--- src/rtl/offhook_pkg.sv ---
package offhook_pkg;

   typedef enum logic [2:0] {
      PH_IDLE    = 3'd0,
      PH_LATENCY = 3'd1,
      PH_SETTLE  = 3'd2,
      PH_RCAL    = 3'd3,
      PH_ACAL    = 3'd4,
      PH_FILTER  = 3'd5,
      PH_READY   = 3'd6
   } ohs_phase_e;

   typedef struct packed {
      logic [1:0] settle_sel;
      logic       rcal_skip;
      logic       acal_skip;
   } ohs_cfg_t;

   localparam logic [1:0] SETTLE_SEL_RESET = 2'b01;

   function automatic int unsigned ohs_max2(input int unsigned a, input int unsigned b);
      return (a > b) ? a : b;
   endfunction

endpackage

--- src/rtl/ohs_cfg_capture.sv ---
module ohs_cfg_capture
   import offhook_pkg::*;
(
   input  logic     clk,
   input  logic     rst_n,
   input  logic     load,
   input  ohs_cfg_t cfg_in,
   output ohs_cfg_t cfg_q
);

   always_ff @(posedge clk or negedge rst_n) begin
      if (!rst_n) begin
         cfg_q.settle_sel <= SETTLE_SEL_RESET;
         cfg_q.rcal_skip  <= 1'b0;
         cfg_q.acal_skip  <= 1'b0;
      end else if (load) begin
         cfg_q <= cfg_in;
      end
   end

endmodule

--- src/rtl/ohs_interval.sv ---
module ohs_interval #(
   parameter int CNT_W = 8
) (
   input  logic             clk,
   input  logic             rst_n,
   input  logic             restart,
   input  logic             tick,
   input  logic [CNT_W-1:0] limit,
   output logic             done
);

   logic [CNT_W-1:0] cnt;

   assign done = tick && (cnt == (limit - CNT_W'(1)));

   always_ff @(posedge clk or negedge rst_n) begin
      if (!rst_n) begin
         cnt <= '0;
      end else if (restart) begin
         cnt <= '0;
      end else if (tick) begin
         cnt <= done ? '0 : cnt + CNT_W'(1);
      end
   end

   AST_NO_OVERFLOW: assert property (@(posedge clk) disable iff (!rst_n)
      (limit != '0) |-> (cnt < limit));

endmodule

--- src/rtl/ohs_phase_ctrl.sv ---
module ohs_phase_ctrl
   import offhook_pkg::*;
#(
   parameter bit FILTER_WAIT = 1'b1
) (
   input  logic       clk,
   input  logic       rst_n,
   input  logic       req,
   input  logic       step_done,
   input  logic       rcal_skip,
   input  logic       acal_skip,
   output ohs_phase_e phase
);

   ohs_phase_e post_cal;
   ohs_phase_e after_rcal;
   ohs_phase_e after_settle;
   ohs_phase_e phase_nx;

   generate
      if (FILTER_WAIT) begin : g_filter
         assign post_cal = PH_FILTER;
      end else begin : g_nofilter
         assign post_cal = PH_READY;
      end
   endgenerate

   assign after_rcal   = acal_skip ? post_cal : PH_ACAL;
   assign after_settle = rcal_skip ? after_rcal : PH_RCAL;

   always_comb begin
      phase_nx = phase;
      if (phase != PH_IDLE && !req) begin
         phase_nx = PH_IDLE;
      end else begin
         unique case (phase)
            PH_IDLE:    if (req)       phase_nx = PH_LATENCY;
            PH_LATENCY: if (step_done) phase_nx = PH_SETTLE;
            PH_SETTLE:  if (step_done) phase_nx = after_settle;
            PH_RCAL:    if (step_done) phase_nx = after_rcal;
            PH_ACAL:    if (step_done) phase_nx = post_cal;
            PH_FILTER:  if (step_done) phase_nx = PH_READY;
            PH_READY:   phase_nx = PH_READY;
            default:    phase_nx = PH_IDLE;
         endcase
      end
   end

   always_ff @(posedge clk or negedge rst_n) begin
      if (!rst_n) phase <= PH_IDLE;
      else        phase <= phase_nx;
   end

   AST_ABORT_IDLE: assert property (@(posedge clk) disable iff (!rst_n)
      (phase != PH_IDLE && !req) |=> (phase == PH_IDLE));

   AST_START_FROM_IDLE: assert property (@(posedge clk) disable iff (!rst_n)
      (phase == PH_LATENCY && !$stable(phase)) |-> ($past(phase) == PH_IDLE));

   AST_NO_FILTER_PHASE: assert property (@(posedge clk) disable iff (!rst_n)
      (!FILTER_WAIT) |-> (phase != PH_FILTER));

endmodule

--- src/rtl/offhook_seq.sv ---
module offhook_seq
   import offhook_pkg::*;
#(
   parameter int unsigned LAT_TICKS            = 5,
   parameter int unsigned SETTLE_LONG_TICKS    = 10240,
   parameter int unsigned SETTLE_DEFAULT_TICKS = 2560,
   parameter int unsigned SETTLE_SHORT_TICKS   = 1280,
   parameter int unsigned SETTLE_MIN_TICKS     = 160,
   parameter int unsigned RCAL_TICKS           = 340,
   parameter int unsigned ACAL_TICKS           = 5120,
   parameter bit          FILTER_WAIT          = 1'b1,
   parameter int unsigned FILTER_TICKS         = 30
) (
   input  logic       clk,
   input  logic       rst_n,
   input  logic       tick,
   input  logic       hook_pin,
   input  logic       hook_bit,
   input  logic [1:0] settle_sel,
   input  logic       rcal_disable,
   input  logic       acal_disable,
   output logic [2:0] phase,
   output logic       busy,
   output logic       rcal_active,
   output logic       acal_active,
   output logic       ready
);

   localparam int unsigned MAX_SETTLE = ohs_max2(ohs_max2(SETTLE_LONG_TICKS, SETTLE_DEFAULT_TICKS),
                                                 ohs_max2(SETTLE_SHORT_TICKS, SETTLE_MIN_TICKS));
   localparam int unsigned MAX_CAL    = ohs_max2(RCAL_TICKS, ACAL_TICKS);
   localparam int unsigned MAX_MISC   = ohs_max2(LAT_TICKS, FILTER_TICKS);
   localparam int unsigned MAX_TICKS  = ohs_max2(ohs_max2(MAX_SETTLE, MAX_CAL), MAX_MISC);
   localparam int          CNT_W      = $clog2(MAX_TICKS + 1);

   initial begin
      assert (LAT_TICKS > 0) else $error("LAT_TICKS must be nonzero");
      assert (SETTLE_LONG_TICKS > 0 && SETTLE_DEFAULT_TICKS > 0 &&
              SETTLE_SHORT_TICKS > 0 && SETTLE_MIN_TICKS > 0)
         else $error("settle lengths must be nonzero");
      assert (RCAL_TICKS > 0 && ACAL_TICKS > 0) else $error("calibration lengths must be nonzero");
      assert (FILTER_TICKS > 0) else $error("FILTER_TICKS must be nonzero");
   end

   logic             req;
   ohs_phase_e       cur;
   ohs_cfg_t         cfg_in;
   ohs_cfg_t         cfg_q;
   logic             cfg_load;
   logic [CNT_W-1:0] settle_limit;
   logic [CNT_W-1:0] limit;
   logic             restart;
   logic             step_done;

   assign req      = hook_pin | hook_bit;
   assign cfg_load = (cur == PH_IDLE) && req;

   assign cfg_in.settle_sel = settle_sel;
   assign cfg_in.rcal_skip  = rcal_disable;
   assign cfg_in.acal_skip  = acal_disable;

   ohs_cfg_capture u_cfg (
      .clk    (clk),
      .rst_n  (rst_n),
      .load   (cfg_load),
      .cfg_in (cfg_in),
      .cfg_q  (cfg_q)
   );

   always_comb begin
      unique case (cfg_q.settle_sel)
         2'b00:   settle_limit = CNT_W'(SETTLE_LONG_TICKS);
         2'b01:   settle_limit = CNT_W'(SETTLE_DEFAULT_TICKS);
         2'b10:   settle_limit = CNT_W'(SETTLE_SHORT_TICKS);
         default: settle_limit = CNT_W'(SETTLE_MIN_TICKS);
      endcase
   end

   always_comb begin
      unique case (cur)
         PH_LATENCY: limit = CNT_W'(LAT_TICKS);
         PH_SETTLE:  limit = settle_limit;
         PH_RCAL:    limit = CNT_W'(RCAL_TICKS);
         PH_ACAL:    limit = CNT_W'(ACAL_TICKS);
         PH_FILTER:  limit = CNT_W'(FILTER_TICKS);
         default:    limit = CNT_W'(1);
      endcase
   end

   assign restart = (cur == PH_IDLE) || (cur == PH_READY) || !req;

   ohs_interval #(.CNT_W(CNT_W)) u_interval (
      .clk     (clk),
      .rst_n   (rst_n),
      .restart (restart),
      .tick    (tick),
      .limit   (limit),
      .done    (step_done)
   );

   ohs_phase_ctrl #(.FILTER_WAIT(FILTER_WAIT)) u_ctrl (
      .clk       (clk),
      .rst_n     (rst_n),
      .req       (req),
      .step_done (step_done),
      .rcal_skip (cfg_q.rcal_skip),
      .acal_skip (cfg_q.acal_skip),
      .phase     (cur)
   );

   assign phase       = cur;
   assign busy        = (cur != PH_IDLE) && (cur != PH_READY);
   assign rcal_active = (cur == PH_RCAL);
   assign acal_active = (cur == PH_ACAL);
   assign ready       = (cur == PH_READY);

   AST_CFG_FROZEN: assert property (@(posedge clk) disable iff (!rst_n)
      busy |=> $stable(cfg_q));

   AST_TICK_FREEZE: assert property (@(posedge clk) disable iff (!rst_n)
      (!tick && busy && req) |=> $stable(cur));

   AST_RCAL_SKIP: assert property (@(posedge clk) disable iff (!rst_n)
      (cur == PH_SETTLE && step_done && cfg_q.rcal_skip && req) |=> !rcal_active);

   AST_ACAL_SKIP: assert property (@(posedge clk) disable iff (!rst_n)
      (rcal_active && step_done && cfg_q.acal_skip && req) |=> !acal_active);

   AST_READY_DROP: assert property (@(posedge clk) disable iff (!rst_n)
      !req |=> !ready);

endmodule

--- config.mk ---
export PLATFORM = sky130hd
export DESIGN_NAME = offhook_seq
export DESIGN_NICKNAME = d
export VERILOG_FILES = /design/src/rtl/offhook_pkg.sv /design/src/rtl/ohs_cfg_capture.sv /design/src/rtl/ohs_interval.sv /design/src/rtl/ohs_phase_ctrl.sv /design/src/rtl/offhook_seq.sv
export SDC_FILE = /design/constraint.sdc
export NUM_CORES = 1
export LEC_CHECK = 0
export CELL_PAD_IN_SITES_DETAIL_PLACEMENT = 0
export CELL_PAD_IN_SITES_GLOBAL_PLACEMENT = 2
export CORE_MARGIN = 3
export CORE_UTILIZATION = 30
export DETAILED_ROUTE_END_ITERATION = 6
export GPL_TIMING_DRIVEN = 0
export MAX_ROUTING_LAYER = met4
export PLACE_DENSITY = 0.75
export SETUP_SLACK_MARGIN = 0.5
export SLEW_MARGIN = 20
export SYNTH_ARGS = -nofsm -noshare
export SYNTH_HDL_FRONTEND = slang
export SYNTH_SLANG_ARGS = --single-unit
--- constraint.sdc ---
create_clock -name clk -period 3.2 [get_ports clk]
set_clock_uncertainty 0.2 [all_clocks]
set_input_delay 0.64 -clock clk [delete_from_list [all_inputs] [get_ports clk]]
set_output_delay 0.64 -clock clk [all_outputs]
set_load 0.02 [all_outputs]
**Word level (Yosys, flattened, before mapping)**

Cells that the tools add are included.

- Input bits: 9
- Output and inout port bits: 7
- Bits in registers: 21
- Word-level logic and storage cells: 51

- Mux-type cells: 15
- Reductions and logical operators: 12
- Eq/ne operators: 16
- Bitwise gates (word level): 1
- $add $sub $neg: 2

Operator list:

| operator | count |
|---|---|
| $pmux 14 s5 | 1 |
| $mux 14 | 3 |
| $pmux 14 s3 | 1 |
| $mux 3 | 8 |
| $pmux 3 s7 | 1 |
| $add 14x1->14 const B | 1 |
| $eq 14x14->1 | 1 |
| $sub 14x1->14 const B | 1 |
| $ne 3x2->1 const B | 4 |
| $eq 3x3->1 const B | 3 |
| $eq 3x2->1 const B | 2 |
| $ne 3x1->1 const B | 2 |
| $reduce_and 6->1 | 1 |
| $logic_and 1x1->1 | 4 |
| $eq 3x1->1 const B | 1 |
| $logic_not 3->1 | 1 |
| $ne 3x3->1 const B | 1 |
| $reduce_bool 3->1 | 1 |
| $eq 2x1->1 const B | 1 |
| $eq 2x2->1 const B | 1 |
| $logic_not 2->1 | 1 |
| $logic_or 1x1->1 | 2 |
| $reduce_bool 2->1 | 1 |
| $logic_not 1->1 | 1 |
| other kinds (2) | 2 |

**Longest topological paths before layout**

- Depth after elaboration: 9
- Mapped depth: 13
- Gate-level depth less buffers: 10

**Hierarchy**

From an unflattened synthesis, not the netlist that was laid out.

- Cells, all modules: 214
- Area total of the unflattened synthesis: 1851.8 sq um

By module, submodules not included:

| module | area each (sq um) | cells an instance | sequential area each (sq um) | times used |
|---|---|---|---|---|
| ohs_interval | 1353.8 | 160 | 350.3 | 1 |
| offhook_seq | 186.4 | 28 | 0.0 | 1 |
| ohs_phase_ctrl | 165.2 | 18 | 75.1 | 1 |
| ohs_cfg_capture | 146.4 | 8 | 101.3 | 1 |

**Worst setup path before layout**

Ideal clock, no wire load.

- Path type: reg-to-reg
- From: register u_ctrl.phase[1]
- To: register u_interval.cnt[2]
- Slack: 0.183 ns
- Required time: 2.878 ns
- Buffers on the path: 4
- Cell stages (with the launch flop): 14
- Period minus slack after synthesis: 3.017 ns
- Library setup time: 0.122 ns
- Arrival time: 2.695 ns
- Cells stage by stage: dfrtp_1 > buf_6 > buf_4 > xor2_1 > ha_1 > buf_2 > a21oi_2 > a2111oi_4 > nor3b_1 > a211oi_1 > and4_4 > buf_6 > o21ai_2 > a32o_1

- Cells in the longest elaborated chain, start to end: 8
- Elaborated cells between the ends (all ways): 17
- Those cells by class: add/sub (1); eq/ne (7); mux (4); reduce/logical (5)

RTL lines:

| what | line | source |
|---|---|---|
| start, declared | ohs_phase_ctrl.sv:12 | `output ohs_phase_e phase` |
| start signal, assigned | ohs_phase_ctrl.sv:51 | `else phase <= phase_nx;` |
| $eq 3x3->1 (tied with other cells) | offhook_seq.sv:80 | `unique case (cur)` |
| $pmux 14 s5 | offhook_seq.sv:80 |  |
| $sub 14x1->14 | ohs_interval.sv:14 | `assign done = tick && (cnt == (limit - CNT_W'(1)));` |
| $eq 14x14->1 | ohs_interval.sv:14 |  |
| $logic_and 1x1->1 | ohs_interval.sv:14 |  |
| $mux 14 | ohs_interval.sv:22 | `cnt <= done ? '0 : cnt + CNT_W'(1);` |
| $mux 14 | ohs_interval.sv:21 | `end else if (tick) begin` |
| $mux 14 | ohs_interval.sv:19 | `end else if (restart) begin` |
| end signal, assigned | ohs_interval.sv:22 |  |
| end, declared | ohs_interval.sv:12 | `logic [CNT_W-1:0] cnt;` |

Parallel ways exist; a longest one is shown, timed or not. The select of a mux whose other input is x is not followed.
A chain may end at the register's enable or synchronous reset.

**Worst setup path after layout**

- From: register u_ctrl.phase[2]
- To: register u_interval.cnt[2]

The elaborated chain is that of the path after synthesis.

==> impl_results.md <==
- Status: completed
- Share of cells above drive strength 1: approximately 30%
- Post-synthesis adder-cell area fraction: between 1 and 1.5%
- GR Util All Layers: ~17%
- Die H: roughly 85 um
- Row count: 28
- Antenna Cells: 0
- # H-tree levels: 1
- Worst path buffer plus inverter count: 4
- CP required: between 3000 and 4000 ps
- Syn_area_per_cell: around 8.4 um^2
- Register bit total from synthesis: 21
- Wire per inst: about 18 um
- FF/Latch Area: about 530 um^2
- Slew Viols, Final: 0
- Top FF cell, synth: dfrtp_1
- Largest family of logic cells by synthesized area: simple AND/OR/NAND/NOR gates
- # clock sinks: 21
- Crit Path Class: reg -> reg
- Synth warn: 0
- Routed WL: around 6000 um
- CP arrival: roughly 2900 ps
- Most common cell after layout, fill and taps aside: nor2_1
- Ports: 16
- Worst-Skew Late Latency: roughly 260 ps
- Clock Tree Root: clkbuf_8
- P_int: around 0.95 mW
- Area Growth Syn to Fin: 34.1%
- Pre-CTS setup slack: about 32 ps
- Period utilization: roughly nine tenths
- Final Critical Period: about 2900 ps
- Number of global-route vias before repair: between 1,500 and 2,000
- Post-synth EDFFs: 0
- Clock Power Share: 10.5%
- Iter 0 DRT Violations: around 70
- CTS tree: yes
- Crit-path max FO: 7
- Crit-path cells: buf_8, buf_8, xor2_4, ha_4, buf_6, nand2b_4, o31ai_4, nor3b_2, a211oi_2, and4_4, buf_8, o21ai_2, a32o_1
- Rel. slew slack: about 50%
- Initial DRT Pass Iterations: 4
- Switching Power: ~0.74 mW
- Sequential share of the synthesized area: around 28%
- GPL Wtd Cong: a little over 0.8
- CTS clk-pin slew, worst paths: approximately 80 ps
- Combinational share of power: 68.4%
- Final core occ: between 40% and 50%
- Nets: roughly 270
- Post-synth cell types: 65
- Crit path top cell by count: buf_8
- Syn nets: approximately 240
- Worst vdd ir: between 0.0003 and 0.0004 V
- Final instance area: 2530 um^2
- Initial Util: 31.5%
- Final setup fails: 0
- Slowest cell on crit path: dfrtp_2
- Xor and xnor area share after synthesis: approximately 1.4%
- Vias: around 1,800
- Fmax: about 340 MHz
- Fillers: ~600
- Die area: ~7300 um^2
- Most frequent cells in the layout: nor2_1, dfrtp_1, nand2b_1
- Hold_buf cts: 0
- RSZ-0062 raised after global routing: true
- Worst setup margin: between 200 and 300 ps
- Area occupied by multi-input gates: 1370 um^2
- Least-Margin Pin Slew: ~740 ps
- Initial antenna violation count: 0
- Total grt overflow: 0
- Worst Hold Class: in -> async
- Post-Syn Instances: about 220
- Synth Area in Compound Gates: 27.0%
- Setup crit end kind: register
- Switching share of power: 43.8%
- # DRC: 0
- Cell Pwr Density: ~670 nW/um^2
- DIE WIDTH: approximately 85 um
- Area of the core: approximately 6000 um^2
- Hold WS: between 100 and 150 ps
- Post-route ant nets: 0
- Syn Std Cell Area: between 1500 and 2000 um^2
- Critical Path Start Type: register
- Port-buffer cells: 15
- HPWL after DPL: between 4000 and 5000 um
- Via density per instance: 5.44
- Share of power burned in registers: between 20% and 30%
- Clk buf depth: 2
- DP Area: 2200 um^2
- Max_cap viols: 0
- Crit path max-delay family: compound AO/OA/AOI/OAI gates
- Wire length of the first global-routing pass: roughly 9600 um
- Largest stage delay on the critical path: about 420 ps
- CTS buffer count: 3
- Mux cell area share after synthesis: under 10%
- Simple-Gate Fraction of Synth Area: between 20% and 30%
- Setup tns final: 0 ps
- Pleak: a little over 1 nW
- Pin count of the biggest net entering global routing: 22
- Fin. Hold Viols: 0
- Post-synth ARST share: between 90% and 100%
## power by group through the flow
| stage | clock network [mW] | logic [mW] | registers [mW] |
|---|---|---|---|
| after floorplan | 0 | 0.650 | 0.364 |
| after global placement | 0 | 0.911 | 0.362 |
| after detailed placement | 0 | 0.896 | 0.364 |
| after CTS | 0.185 | 1.08 | 0.355 |
| after global routing | 0.198 | 1.25 | 0.362 |
| final | 0.178 | 1.16 | 0.355 |
## layer usage
layer  routed length, um  GRT usage [%]
met2                2920           27.8
met4                  42           3.02
met1                2800           23.4
met5                   0              -
met3                 173           2.14
## synthesized netlist by cell type, types with 2 or more instances
cell type  instances  area share [%]
inv_1              7             1.4
xnor2_1            2            0.93
mux2_2             5             3.0
nor2b_1            6             2.0
a21oi_1           19             5.0
dfrtp_1           20              27
a31oi_1            2            0.66
nand2_1           13             2.6
o21ai_0            7             1.9
mux2i_1            3             1.6
nand4_1            2            0.66
o211a_1            3             1.6
nor3b_1            3             1.2
a21o_1             4             1.6
nand3b_1           6             2.4
or2_2              2            0.66
ha_1               2             1.3
o21a_1             2            0.79
clkbuf_1           6             1.2
nor3_1             4             1.1
or4_1              2            0.79
nor4_1             3            0.99
and3_1             4             1.3
buf_4              4             1.6
buf_6              5             3.0
nand3_1            9             2.4
nand2b_1          15             5.0
buf_2              4             1.1
o31ai_1            4             1.6
o211ai_1           3             1.2
nor2_1            19             3.8
## stage by stage
| stage | std cells | power (mW) |
|---|---|---|
| 2_1_floorplan | 224 | 1.01 |
| 3_3_place_gp | 314 | 1.27 |
| 3_5_place_dp | 314 | 1.26 |
| 4_1_cts | 329 | 1.62 |
| 5_1_grt | 331 | 1.81 |
| 6_report | 331 | 1.69 |
## final timing paths
path	start	end	slack, ps	cells past startpoint
max	u_ctrl.phase[2]	u_interval.cnt[2]	280	13
min	rst_n	u_interval.cnt[8]	140	1
max reg2reg	u_ctrl.phase[2]	u_interval.cnt[2]	280	13
min reg2reg	u_cfg.cfg_q[0]	u_cfg.cfg_q[0]	350	1
max in group asynchronous	rst_n	u_ctrl.phase[1]	2290	1
min in group clk	u_cfg.cfg_q[0]	u_cfg.cfg_q[0]	350	1
## cells by family after synthesis
family	after synthesis
xor+xnor	3
buf+inv	26
compound gates	67
simple gates	96
fa+ha+maj	2
mux	9
flops	21
## cell type report
class / count / area share, %
inverter: 7 / 1.04
tap: 75 / 3.71
buffer: 19 / 7.07
multi-input combinational: 177 / 54.2
clock buffer: 4 / 1.78
timing repair buffer: 28 / 11.3
sequential: 21 / 20.9
## sequential cells by signal, summed over array words and instances, names as in the netlist
name / count
u_ctrl.phase: 3
u_interval.cnt: 14
u_cfg.cfg_q: 4
## what timing repair did
action | in CTS | in global routing
buffers inserted | 9 | 1
resized for setup | 24 | 14
pin swaps | 15 | 17
endpoints found under the setup margin | 19 | 19
hold endpoints to repair | 0 | 0
cloned | 2 | 1
No activity file was read; power rests on OpenSTA's default activity.
